## src/rtl/sysclk_pkg.sv

```systemverilog
package sysclk_pkg;

    typedef struct packed {
        logic src_sel;    // bit 3: 0 main, 1 sub
        logic div_sel;    // bit 2: 0 divide by 2, 1 divide by 8
        logic main_stop;  // bit 1: 1 stops main oscillator
        logic sub_en;     // bit 0: 1 runs sub oscillator
    } mode_t;

    localparam mode_t MODE_RESET = '{src_sel: 1'b0, div_sel: 1'b1, main_stop: 1'b0, sub_en: 1'b0};

    typedef enum logic [1:0] {SRC_MAIN = 2'd0, SRC_SUB = 2'd1} src_idx_e;

    function automatic logic step_ok(mode_t cur, mode_t nxt, logic ready);
        mode_t diff;
        logic  ok;
        diff = cur ^ nxt;
        ok   = 1'b0;
        if (diff == '0) begin
            ok = 1'b1;
        end else if ($onehot(diff)) begin
            if (diff.sub_en)
                ok = nxt.sub_en | ~cur.src_sel;
            else if (diff.main_stop)
                ok = ~nxt.main_stop | cur.src_sel;
            else if (diff.div_sel)
                ok = 1'b1;
            else
                ok = nxt.src_sel ? cur.sub_en : (~cur.main_stop & ready);
        end
        return ok;
    endfunction

endpackage

```

## src/rtl/clk_mode_reg.sv

```systemverilog
module clk_mode_reg
    import sysclk_pkg::*;
(
    input  logic  clk,
    input  logic  rst,
    input  logic  wr_en,
    input  mode_t wr_data,
    input  logic  main_ready,
    output mode_t mode_q,
    output logic  illegal_q
);
    logic accept;

    always_comb accept = step_ok(mode_q, wr_data, main_ready);

    always_ff @(posedge clk) begin
        if (rst) begin
            mode_q    <= MODE_RESET;
            illegal_q <= 1'b0;
        end else begin
            illegal_q <= wr_en & ~accept;
            if (wr_en && accept)
                mode_q <= wr_data;
        end
    end
endmodule

```

## src/rtl/osc_settle_timer.sv

```systemverilog
module osc_settle_timer #(
    parameter int STAB_TICKS = 16
) (
    input  logic clk,
    input  logic rst,
    input  logic run,
    input  logic tick,
    output logic ready
);
    localparam int SW = $clog2(STAB_TICKS + 1);
    localparam logic [SW-1:0] FULL = SW'(STAB_TICKS);

    logic [SW-1:0] cnt;

    always_ff @(posedge clk) begin
        if (rst)
            cnt <= FULL;
        else if (!run)
            cnt <= '0;
        else if (tick && cnt != FULL)
            cnt <= cnt + 1'b1;
    end

    always_comb ready = run & (cnt == FULL);
endmodule

```

## src/rtl/tick_divider.sv

```systemverilog
module tick_divider #(
    parameter int CNT_W = 3
) (
    input  logic             clk,
    input  logic             rst,
    input  logic             tick,
    input  logic [CNT_W-1:0] limit,
    output logic             wrap
);
    logic [CNT_W-1:0] cnt;
    logic             at_lim;

    always_comb begin
        at_lim = (cnt >= limit);
        wrap   = tick & at_lim;
    end

    always_ff @(posedge clk) begin
        if (rst)
            cnt <= '0;
        else if (tick)
            cnt <= at_lim ? '0 : cnt + 1'b1;
    end
endmodule

```

## src/rtl/sysclk_mode_ctrl.sv

```systemverilog
module sysclk_mode_ctrl
    import sysclk_pkg::*;
#(
    parameter int MAIN_DIV_FAST = 2,
    parameter int MAIN_DIV_SLOW = 8,
    parameter int SUB_DIV       = 2,
    parameter int STAB_TICKS    = 16
) (
    input  logic       clk,
    input  logic       rst,
    input  logic       wr_en,
    input  logic [3:0] wr_data,
    input  logic       main_tick,
    input  logic       sub_tick,
    output logic       sys_ce,
    output logic       main_osc_en,
    output logic       sub_osc_en,
    output logic [3:0] mode_q,
    output logic       main_ready,
    output logic       illegal_wr
);
    localparam int DIV_MAX = (MAIN_DIV_SLOW > MAIN_DIV_FAST)
                           ? ((MAIN_DIV_SLOW > SUB_DIV) ? MAIN_DIV_SLOW : SUB_DIV)
                           : ((MAIN_DIV_FAST > SUB_DIV) ? MAIN_DIV_FAST : SUB_DIV);
    localparam int CNT_W = (DIV_MAX > 2) ? $clog2(DIV_MAX) : 1;
    localparam logic [CNT_W-1:0] LIM_FAST = CNT_W'(MAIN_DIV_FAST - 1);
    localparam logic [CNT_W-1:0] LIM_SLOW = CNT_W'(MAIN_DIV_SLOW - 1);
    localparam logic [CNT_W-1:0] LIM_SUB  = CNT_W'(SUB_DIV - 1);
    localparam int NSRC = 2;

    mode_t            mode;
    logic             ready;
    logic [NSRC-1:0]  src_tick;
    logic [NSRC-1:0]  src_wrap;
    logic [CNT_W-1:0] src_lim [NSRC];

    clk_mode_reg u_reg (
        .clk        (clk),
        .rst        (rst),
        .wr_en      (wr_en),
        .wr_data    (mode_t'(wr_data)),
        .main_ready (ready),
        .mode_q     (mode),
        .illegal_q  (illegal_wr)
    );

    osc_settle_timer #(.STAB_TICKS(STAB_TICKS)) u_settle (
        .clk   (clk),
        .rst   (rst),
        .run   (~mode.main_stop),
        .tick  (main_tick),
        .ready (ready)
    );

    always_comb begin
        src_tick[SRC_MAIN] = main_tick & ~mode.main_stop;
        src_tick[SRC_SUB]  = sub_tick & mode.sub_en;
        src_lim[SRC_MAIN]  = mode.div_sel ? LIM_SLOW : LIM_FAST;
        src_lim[SRC_SUB]   = LIM_SUB;
    end

    for (genvar g = 0; g < NSRC; g++) begin : g_div
        tick_divider #(.CNT_W(CNT_W)) u_div (
            .clk   (clk),
            .rst   (rst),
            .tick  (src_tick[g]),
            .limit (src_lim[g]),
            .wrap  (src_wrap[g])
        );
    end

    always_comb begin
        sys_ce      = mode.src_sel ? src_wrap[SRC_SUB] : src_wrap[SRC_MAIN];
        main_osc_en = ~mode.main_stop;
        sub_osc_en  = mode.sub_en;
        mode_q      = mode;
        main_ready  = ready;
    end
endmodule

```

## config.mk

```make
export PLATFORM = sky130hd
export DESIGN_NAME = sysclk_mode_ctrl
export DESIGN_NICKNAME = d
export VERILOG_FILES = /design/src/rtl/sysclk_pkg.sv /design/src/rtl/clk_mode_reg.sv /design/src/rtl/osc_settle_timer.sv /design/src/rtl/tick_divider.sv /design/src/rtl/sysclk_mode_ctrl.sv
export SDC_FILE = /design/constraint.sdc
export NUM_CORES = 1
export LEC_CHECK = 0
export BUFFER_PORTS_ARGS = -buffer_cell sky130_fd_sc_hd__buf_2
export CAP_MARGIN = 5
export CORE_UTILIZATION = 31
export DETAILED_ROUTE_END_ITERATION = 8
export GPL_ROUTABILITY_DRIVEN = 0
export GPL_TIMING_DRIVEN = 1
export SLEW_MARGIN = 10
export SYNTH_ARGS = -nofsm -noshare
export SYNTH_HDL_FRONTEND = slang
export SYNTH_HIERARCHICAL = 1
export SYNTH_SLANG_ARGS = --single-unit
```

## constraint.sdc

```tcl
create_clock -name clk -period 3.3 [get_ports clk]
set_clock_uncertainty 0.2 [all_clocks]
set_input_delay 0.33 -clock clk [delete_from_list [all_inputs] [get_ports clk]]
set_output_delay 0.33 -clock clk [all_outputs]
set_load 0.01 [all_outputs]
```

==> summary.md, run 1 <==
| Metric | Value |
|---|---|
| Routed vias | `between 900 and 1k` |
| Initial antenna violation count | `0` |
| Post-CTS Resized | `0` |
| Slew Limit Fails | `0` |
| Vias per std cell | `a little under 5` |
| Int Pwr | `approximately 0.00045 W` |
| Die area | `approximately 4000 um2` |
| WS Path Type | `register to register` |
| Routed WL | `between 2000 and 2500 um` |
| Max Cap Violations | `0` |
| First-pass GRT wire length | `between 4000 and 5000 um` |
| Clock Power Share | `0.239` |
| Fin cells | `around 200` |
| Detail Placement HPWL | `roughly 1800 um` |
| Diode count | `0` |
| Clock Sinks | `16` |
| I/O pin total | `18` |
| Final setup vio count | `0` |
| Row count | `22` |
| Worst setup margin | `around 0.46 ns` |
| Core area | `3690 um2` |
| Commonest non-fill, non-tap cell in the layout | `buf_2` |
| Ys Warns | `6` |
| CTS Hold Buffers Added | `0` |
| Number of remaining DRC errors | `0` |
| Sequential Power Share | `0.351` |
| Worst ir drop on vdd | `0.173 mV` |
| Chip Height | `64.0 um` |
| Final setup TNS | `0 ns` |
| H-tree levels | `1` |
| Final Cell Area | `1390 um2` |
| Clk Tree Root Cell | `clkbuf_8` |
| Pleak | `just under 0.6 nW` |
| Min Tclk post-route | `about 2.8 ns` |
| Cell Area, Synth | `between 1000 and 1500 um2` |
| Synth Register Bits | `16` |
| Status | `completed` |
| Port bufs | `17` |
| Combinational share of power | `0.409` |
| Hold Fails Final Rpt | `0` |
| Cell Area, Placed | `about 1300 um2` |
| Post-Syn Instances | `between 100 and 150` |
| Layout area overhead | `16.8%` |
| Initial core utilization | `0.323` |
| Share of cells above drive strength 1 | `0.199` |
| Fin Hold WS | `approximately 0.15 ns` |
| Worst endpoint required time | `approximately 3.3 ns` |
| Cells after DPL | `200` |
| Die Width | `around 64 um` |
| Crit-path max FO | `7` |
| Synth cell types | `39` |
| Routed Antenna Nets | `0` |
| Vias in the first global route | `slightly below 1k` |
| Sw Share | `0.362` |
| 1st-iter DRT viols | `45` |
| Fmax achieved | `352 MHz` |
| Overflow left after global routing | `0` |
| Switching pwr | `~0.00026 W` |
| Period utilisation layout | `0.861` |
| Worst-path clk slew | `0.06 ns` |
| Crit end category | `register` |
| Post-Place Setup Slack | `0.439 ns` |
| CTS tree | `yes` |
| Total track usage | `0.126` |
| Post-Syn Area per Cell | `8.90 um2` |
| DRT Pass-1 Iters | `4` |
| Clock Latency Late Sink | `between 0.2 and 0.3 ns` |
| Most frequent cells in the layout | `buf_2 (17), dfxtp_1 (16), inv_1 (14), nand2b_1 (13), ha_1 (13)` |
| Sequential element share of the synthesized area | `0.269` |
| Clock buffer depth | `2` |
| Worst EP arrival | `between 2 and 3 ns` |
| Worst setup SP type | `register` |
| Post-CTS Setup Inserts | `0` |
| CTS Buf Count | `3` |
| Hold Crit Class | `input port to register` |
| Wire per inst | `roughly 11 um` |
| Largest net degree at the start of global routing | `22` |
| RSZ-0062 raised after global routing | `no` |
| Fin nets | `180` |
| Cell Pwr Density | `a little over 500 nW/um2` |
worst max-delay path, stage by stage, from the launching register on:
cell and delay (ns):
dfxtp_1 0.44, xor2_1 0.33, fa_1 0.47, ha_1 0.21, ha_1 0.26, nor2_1 0.10, and3_1 0.19, o21ai_0 0.13
a21oi_4 0.23, mux2i_1 0.20
cells by family (layout without fill, tap and decap cells):
| group | Yosys count | count (layout) | synth area share |
|---|---|---|---|
| AND/OR/NAND/NOR | 48 | 48 | 0.267 |
| AO/OA/AOI/OAI | 28 | 28 | 0.165 |
| flip-flops | 16 | 16 | 0.269 |
| buffers and inverters | 15 | 35 | 0.0504 |
| adder cells (fa/ha/maj) | 14 | 14 | 0.153 |
| XOR/XNOR | 6 | 6 | 0.0441 |
| multiplexers | 5 | 5 | 0.0462 |
| other | 2 | 4 | 0.00630 |
path summary, 6_finish.rpt:
check | from | end | slack [ns] | cells past startpoint
worst max-delay path | u_reg/mode_q[0] | u_reg/mode_q[2] | 0.46 | 9
worst min-delay path | wr_en | u_reg/illegal_q | 0.15 | 3
worst max register to register | u_reg/mode_q[0] | u_reg/mode_q[2] | 0.46 | 9
worst min register to register | g_div[0].u_div/cnt[0] | g_div[0].u_div/cnt[0] | 0.29 | 2
power groups by stage:
stage	logic, W	registers (W)	clock network [W]
after floorplan	0.000210	0.000254	0
after global routing	0.000335	0.000253	0.000181
after detailed placement	0.000294	0.000254	0
final	0.000291	0.000250	0.000170
after global placement	0.000281	0.000252	0
after CTS	0.000296	0.000250	0.000177
per-stage QoR:
stage / util / power (W)
floorplan: - / 0.000464
global placement: 0.363 / 0.000533
detailed placement: 0.363 / 0.000549
CTS: 0.378 / 0.000722
global route: 0.378 / 0.000770
finish: 0.378 / 0.000710
state kept, by name, summed over array words and instances (netlist names):
name and count:
u_reg/mode_q 4, u_settle/cnt 5, g_div.u_div/cnt 6, u_reg/illegal_q 1
cells in the mapped netlist:
| cell type | instances | area share |
|---|---|---|
| dfxtp_1 | 16 | 0.27 |
| inv_1 | 14 | 0.044 |
| ha_1 | 13 | 0.14 |
| nand2b_1 | 13 | 0.068 |
| a21oi_1 | 9 | 0.038 |
| nand2_1 | 5 | 0.016 |
| nor2_1 | 5 | 0.016 |
| xor2_1 | 5 | 0.037 |
| mux2i_1 | 4 | 0.034 |
| o2111ai_1 | 4 | 0.029 |
| o21ai_1 | 4 | 0.017 |
| and2_1 | 3 | 0.016 |
| nor2b_1 | 3 | 0.016 |
| or3b_1 | 3 | 0.022 |
| and2_2 | 2 | 0.013 |
| and4bb_2 | 2 | 0.021 |
| conb_1 | 2 | 0.0063 |
| nand3_1 | 2 | 0.0084 |
| nand4_1 | 2 | 0.010 |
| o211ai_1 | 2 | 0.013 |
| o21ai_0 | 2 | 0.0084 |
| o221ai_1 | 2 | 0.015 |
| a2111oi_2 | 1 | 0.013 |
| a21o_1 | 1 | 0.0063 |
| a21oi_2 | 1 | 0.0073 |
| a21oi_4 | 1 | 0.014 |
| a31oi_1 | 1 | 0.0052 |
| and2b_2 | 1 | 0.0073 |
| and3_1 | 1 | 0.0052 |
| and4bb_1 | 1 | 0.010 |
| buf_4 | 1 | 0.0063 |
| fa_1 | 1 | 0.017 |
| mux2_4 | 1 | 0.013 |
| nand3b_1 | 1 | 0.0063 |
| nand4b_1 | 1 | 0.0073 |
| nand4bb_1 | 1 | 0.0094 |
| nor3_2 | 1 | 0.0084 |
| or2b_1 | 1 | 0.0063 |
| xnor2_1 | 1 | 0.0073 |
layer usage:
metal,track usage,part of all wire
met1,0.156,0.48
met2,0.219,0.46
met3,0.0339,0.061
met4,0.0170,0.0053
met5,0,0
final cells by class:
type	instances	area [um2]
sequential	16	320
fill	400	2300
timing repair buffer	17	85.1
inverter	14	52.6
tap	48	60.1
multi-input combinational	105	820
clock buffer	4	55.1
Note: power is estimated with default switching activity, not from simulation.
==> run 2, diff against run 1 <==
Settings changed: CORE_ASPECT_RATIO set to 2.
==> run 2 against run 1 <==
Net effect:
- critical path depth unchanged
- clock-buffer cell count unchanged
- hold slack worse by 0.012 ns
- power down 0.15%
- via count increased by 3.1%
- final area grew 0.63%
- clock power hardly changed
- utilization increased by 0.68 points
- first-iteration DRC count down 60%
- fmax increased by 0.14%
- sequential share of layout area down 0.14 points
- non-clock buffer count is 1 higher
- largest cell class unchanged
==> summary.md, run 2 (same netlist as run 1, synthesis figures left out) <==
| Metric | Value |
|---|---|
| Status | `completed (unchanged)` |
| Slew Limit Fails | `0 (unchanged)` |
| Detail Placement HPWL | `1940 um (was 1830 um)` |
| Worst ir drop on vdd | `0.198 mV (was 0.173 mV)` |
| Die area | `4110 um2 (was 4100 um2)` |
| Cell Pwr Density | `506 nW/um2 (was 510 nW/um2)` |
| Fin Hold WS | `0.141 ns (was 0.153 ns)` |
| Vias per std cell | `4.94 (was 4.83)` |
| Row count | `31 (was 22)` |
| CTS Hold Buffers Added | `0 (unchanged)` |
| Routed WL | `2390 um (was 2280 um)` |
| Share of cells above drive strength 1 | `0.204 (was 0.199)` |
| Switching pwr | `0.000253 W (was 0.000257 W)` |
| Crit-path max FO | `7 (unchanged)` |
| Sequential Power Share | `0.344 (was 0.351)` |
| DRT Pass-1 Iters | `4 (unchanged)` |
| Largest register by flop count | `g_div.u_div/cnt (unchanged)` |
| Clock Sinks | `16 (unchanged)` |
| Pleak | `0.599 nW (was 0.594 nW)` |
| RSZ-0062 raised after global routing | `no (unchanged)` |
| Clock Power Share | `0.239 (about the same)` |
| Largest registers | `g_div.u_div/cnt: 6 flops, u_settle/cnt: 5 flops, u_reg/mode_q: 4 flops (unchanged)` |
| Fmax achieved | `353 MHz (was 352 MHz)` |
| Final setup vio count | `0 (unchanged)` |
| Worst-path clk slew | `0.06 ns (about the same)` |
| First-pass GRT wire length | `4020 um (was 4080 um)` |
| Hold Crit Class | `input port to register (unchanged)` |
| Max reg flops | `6 (unchanged)` |
| Initial antenna violation count | `0 (unchanged)` |
| 1st-iter DRT viols | `18 (was 45)` |
| Post-CTS Resized | `0 (unchanged)` |
| I/O pin total | `18 (unchanged)` |
| Vias in the first global route | `1044 (was 961)` |
| Core area | `3650 um2 (was 3690 um2)` |
| Post-CTS Setup Inserts | `0 (unchanged)` |
| Worst setup SP type | `register (unchanged)` |
| Hold Fails Final Rpt | `0 (unchanged)` |
| Sw Share | `0.357 (was 0.362)` |
| Wire per inst | `11.6 um (was 11.2 um)` |
| Chip Height | `89.7 um (was 64.0 um)` |
| Total track usage | `0.126 (about the same)` |
| H-tree levels | `1 (unchanged)` |
| WS Path Type | `register to register (unchanged)` |
| Reg2reg setup slack | `0.46 ns (about the same)` |
| Clk Tree Root Cell | `clkbuf_8 (unchanged)` |
| Routed vias | `1017 (was 986)` |
| Diode count | `0 (unchanged)` |
| Most frequent CP cell | `ha_1 (unchanged)` |
| Routed Antenna Nets | `0 (unchanged)` |
| Period utilisation layout | `0.860 (was 0.861)` |
| Most frequent cells in the layout | `buf_2 (17), dfxtp_1 (16), inv_1 (14), nand2b_1 (13), ha_1 (13) (unchanged)` |
| Combinational share of power | `0.417 (was 0.409)` |
| Layout area overhead | `17.5% (was 16.8%)` |
| Cell Area, Placed | `1350 um2 (was 1340 um2)` |
| Initial core utilization | `0.327 (was 0.323)` |
| Clock Latency Late Sink | `0.24 ns (was 0.25 ns)` |
| Commonest non-fill, non-tap cell in the layout | `buf_2 (unchanged)` |
| Overflow left after global routing | `0 (unchanged)` |
| Die Width | `45.9 um (was 64.0 um)` |
| Largest net degree at the start of global routing | `22 (unchanged)` |
| Worst endpoint required time | `3.27 ns (was 3.28 ns)` |
| CTS tree | `yes (unchanged)` |
| CTS Buf Count | `3 (unchanged)` |
| Crit-path cells | `xor2_1 -> fa_1 -> ha_1 -> ha_1 -> nor2_1 -> and3_1 -> o21ai_0 -> a21oi_4 -> mux2i_1 (unchanged)` |
| Max Cap Violations | `0 (unchanged)` |
| Min Tclk post-route | `2.84 ns (about the same)` |
| Worst path max stage delay | `0.46 ns (was 0.47 ns)` |
| Int Pwr | `0.000456 W (was 0.000453 W)` |
| Worst EP arrival | `2.81 ns (was 2.82 ns)` |
| Number of remaining DRC errors | `0 (unchanged)` |
| Final Cell Area | `1400 um2 (was 1390 um2)` |
| Slowest CP cell | `fa_1 (unchanged)` |
| Port bufs | `17 (unchanged)` |
| Clock buffer depth | `2 (unchanged)` |
| Final setup TNS | `0 ns (unchanged)` |
| Crit end category | `register (unchanged)` |
| Fin nets | `181 (was 180)` |
[run 2: changes by cell type in the layout (fill, tap and decap cells not counted), sizes merged]
cell and delta:
buf +1
[run 2: worst max-delay path, delay by kind of cell (launching register included)]
kind,cells,cell delay [ns]
xor+xnor,1,0.33
mux,1,0.23
fa+ha+maj,3,0.93
simple gates,2,0.28
compound gates,2,0.37
flops,1,0.43
[run 2: per-layer routing]
layer	up-vias	track usage	wire [um]	part of all wire
li1	513	-	-	-
met1	477	0.130	951	0.40
met2	23	0.219	1290	0.54
met3	4	0.0181	88	0.037
met4	0	0.0735	63	0.026
met5	-	0	0	0
[run 2: final timing paths]
check                              from                     to  cells after the start
setup reg to reg        u_reg/mode_q[0]        u_reg/mode_q[1]                      9
hold / removal                    wr_en        u_reg/illegal_q                      3
hold reg to reg   g_div[1].u_div/cnt[1]  g_div[1].u_div/cnt[1]                      2
setup / recovery        u_reg/mode_q[0]        u_reg/mode_q[1]                      9
[run 2: layout make-up]
| class | count | area [um2] |
|---|---|---|
| clock buffer | 4 | 55.1 |
| fill | 405 | 2240 |
| inverter | 14 | 52.6 |
| multi-input combinational | 105 | 820 |
| sequential | 16 | 320 |
| tap | 49 | 61.3 |
| timing repair buffer | 18 | 92.6 |
[run 2: power groups by stage]
stage | Combinational, W | Sequential (W) | Clock [W]
4_1_cts | 0.000299 | 0.000244 | 0.000177
2_1_floorplan | 0.000210 | 0.000254 | 0
6_report | 0.000295 | 0.000244 | 0.000170
5_1_grt | 0.000338 | 0.000249 | 0.000185
3_3_place_gp | 0.000288 | 0.000247 | 0
3_5_place_dp | 0.000298 | 0.000249 | 0
[run 2: metrics by stage]
stage,std cells,util,total power [W],setup WS (ns)
final,206,0.384,0.000709,0.463
after global routing,206,0.384,0.000772,0.205
after CTS,206,0.384,0.000719,0.460
after detailed placement,202,0.369,0.000547,0.459
after global placement,202,0.369,0.000535,0.538
after floorplan,136,-,0.000464,0.628
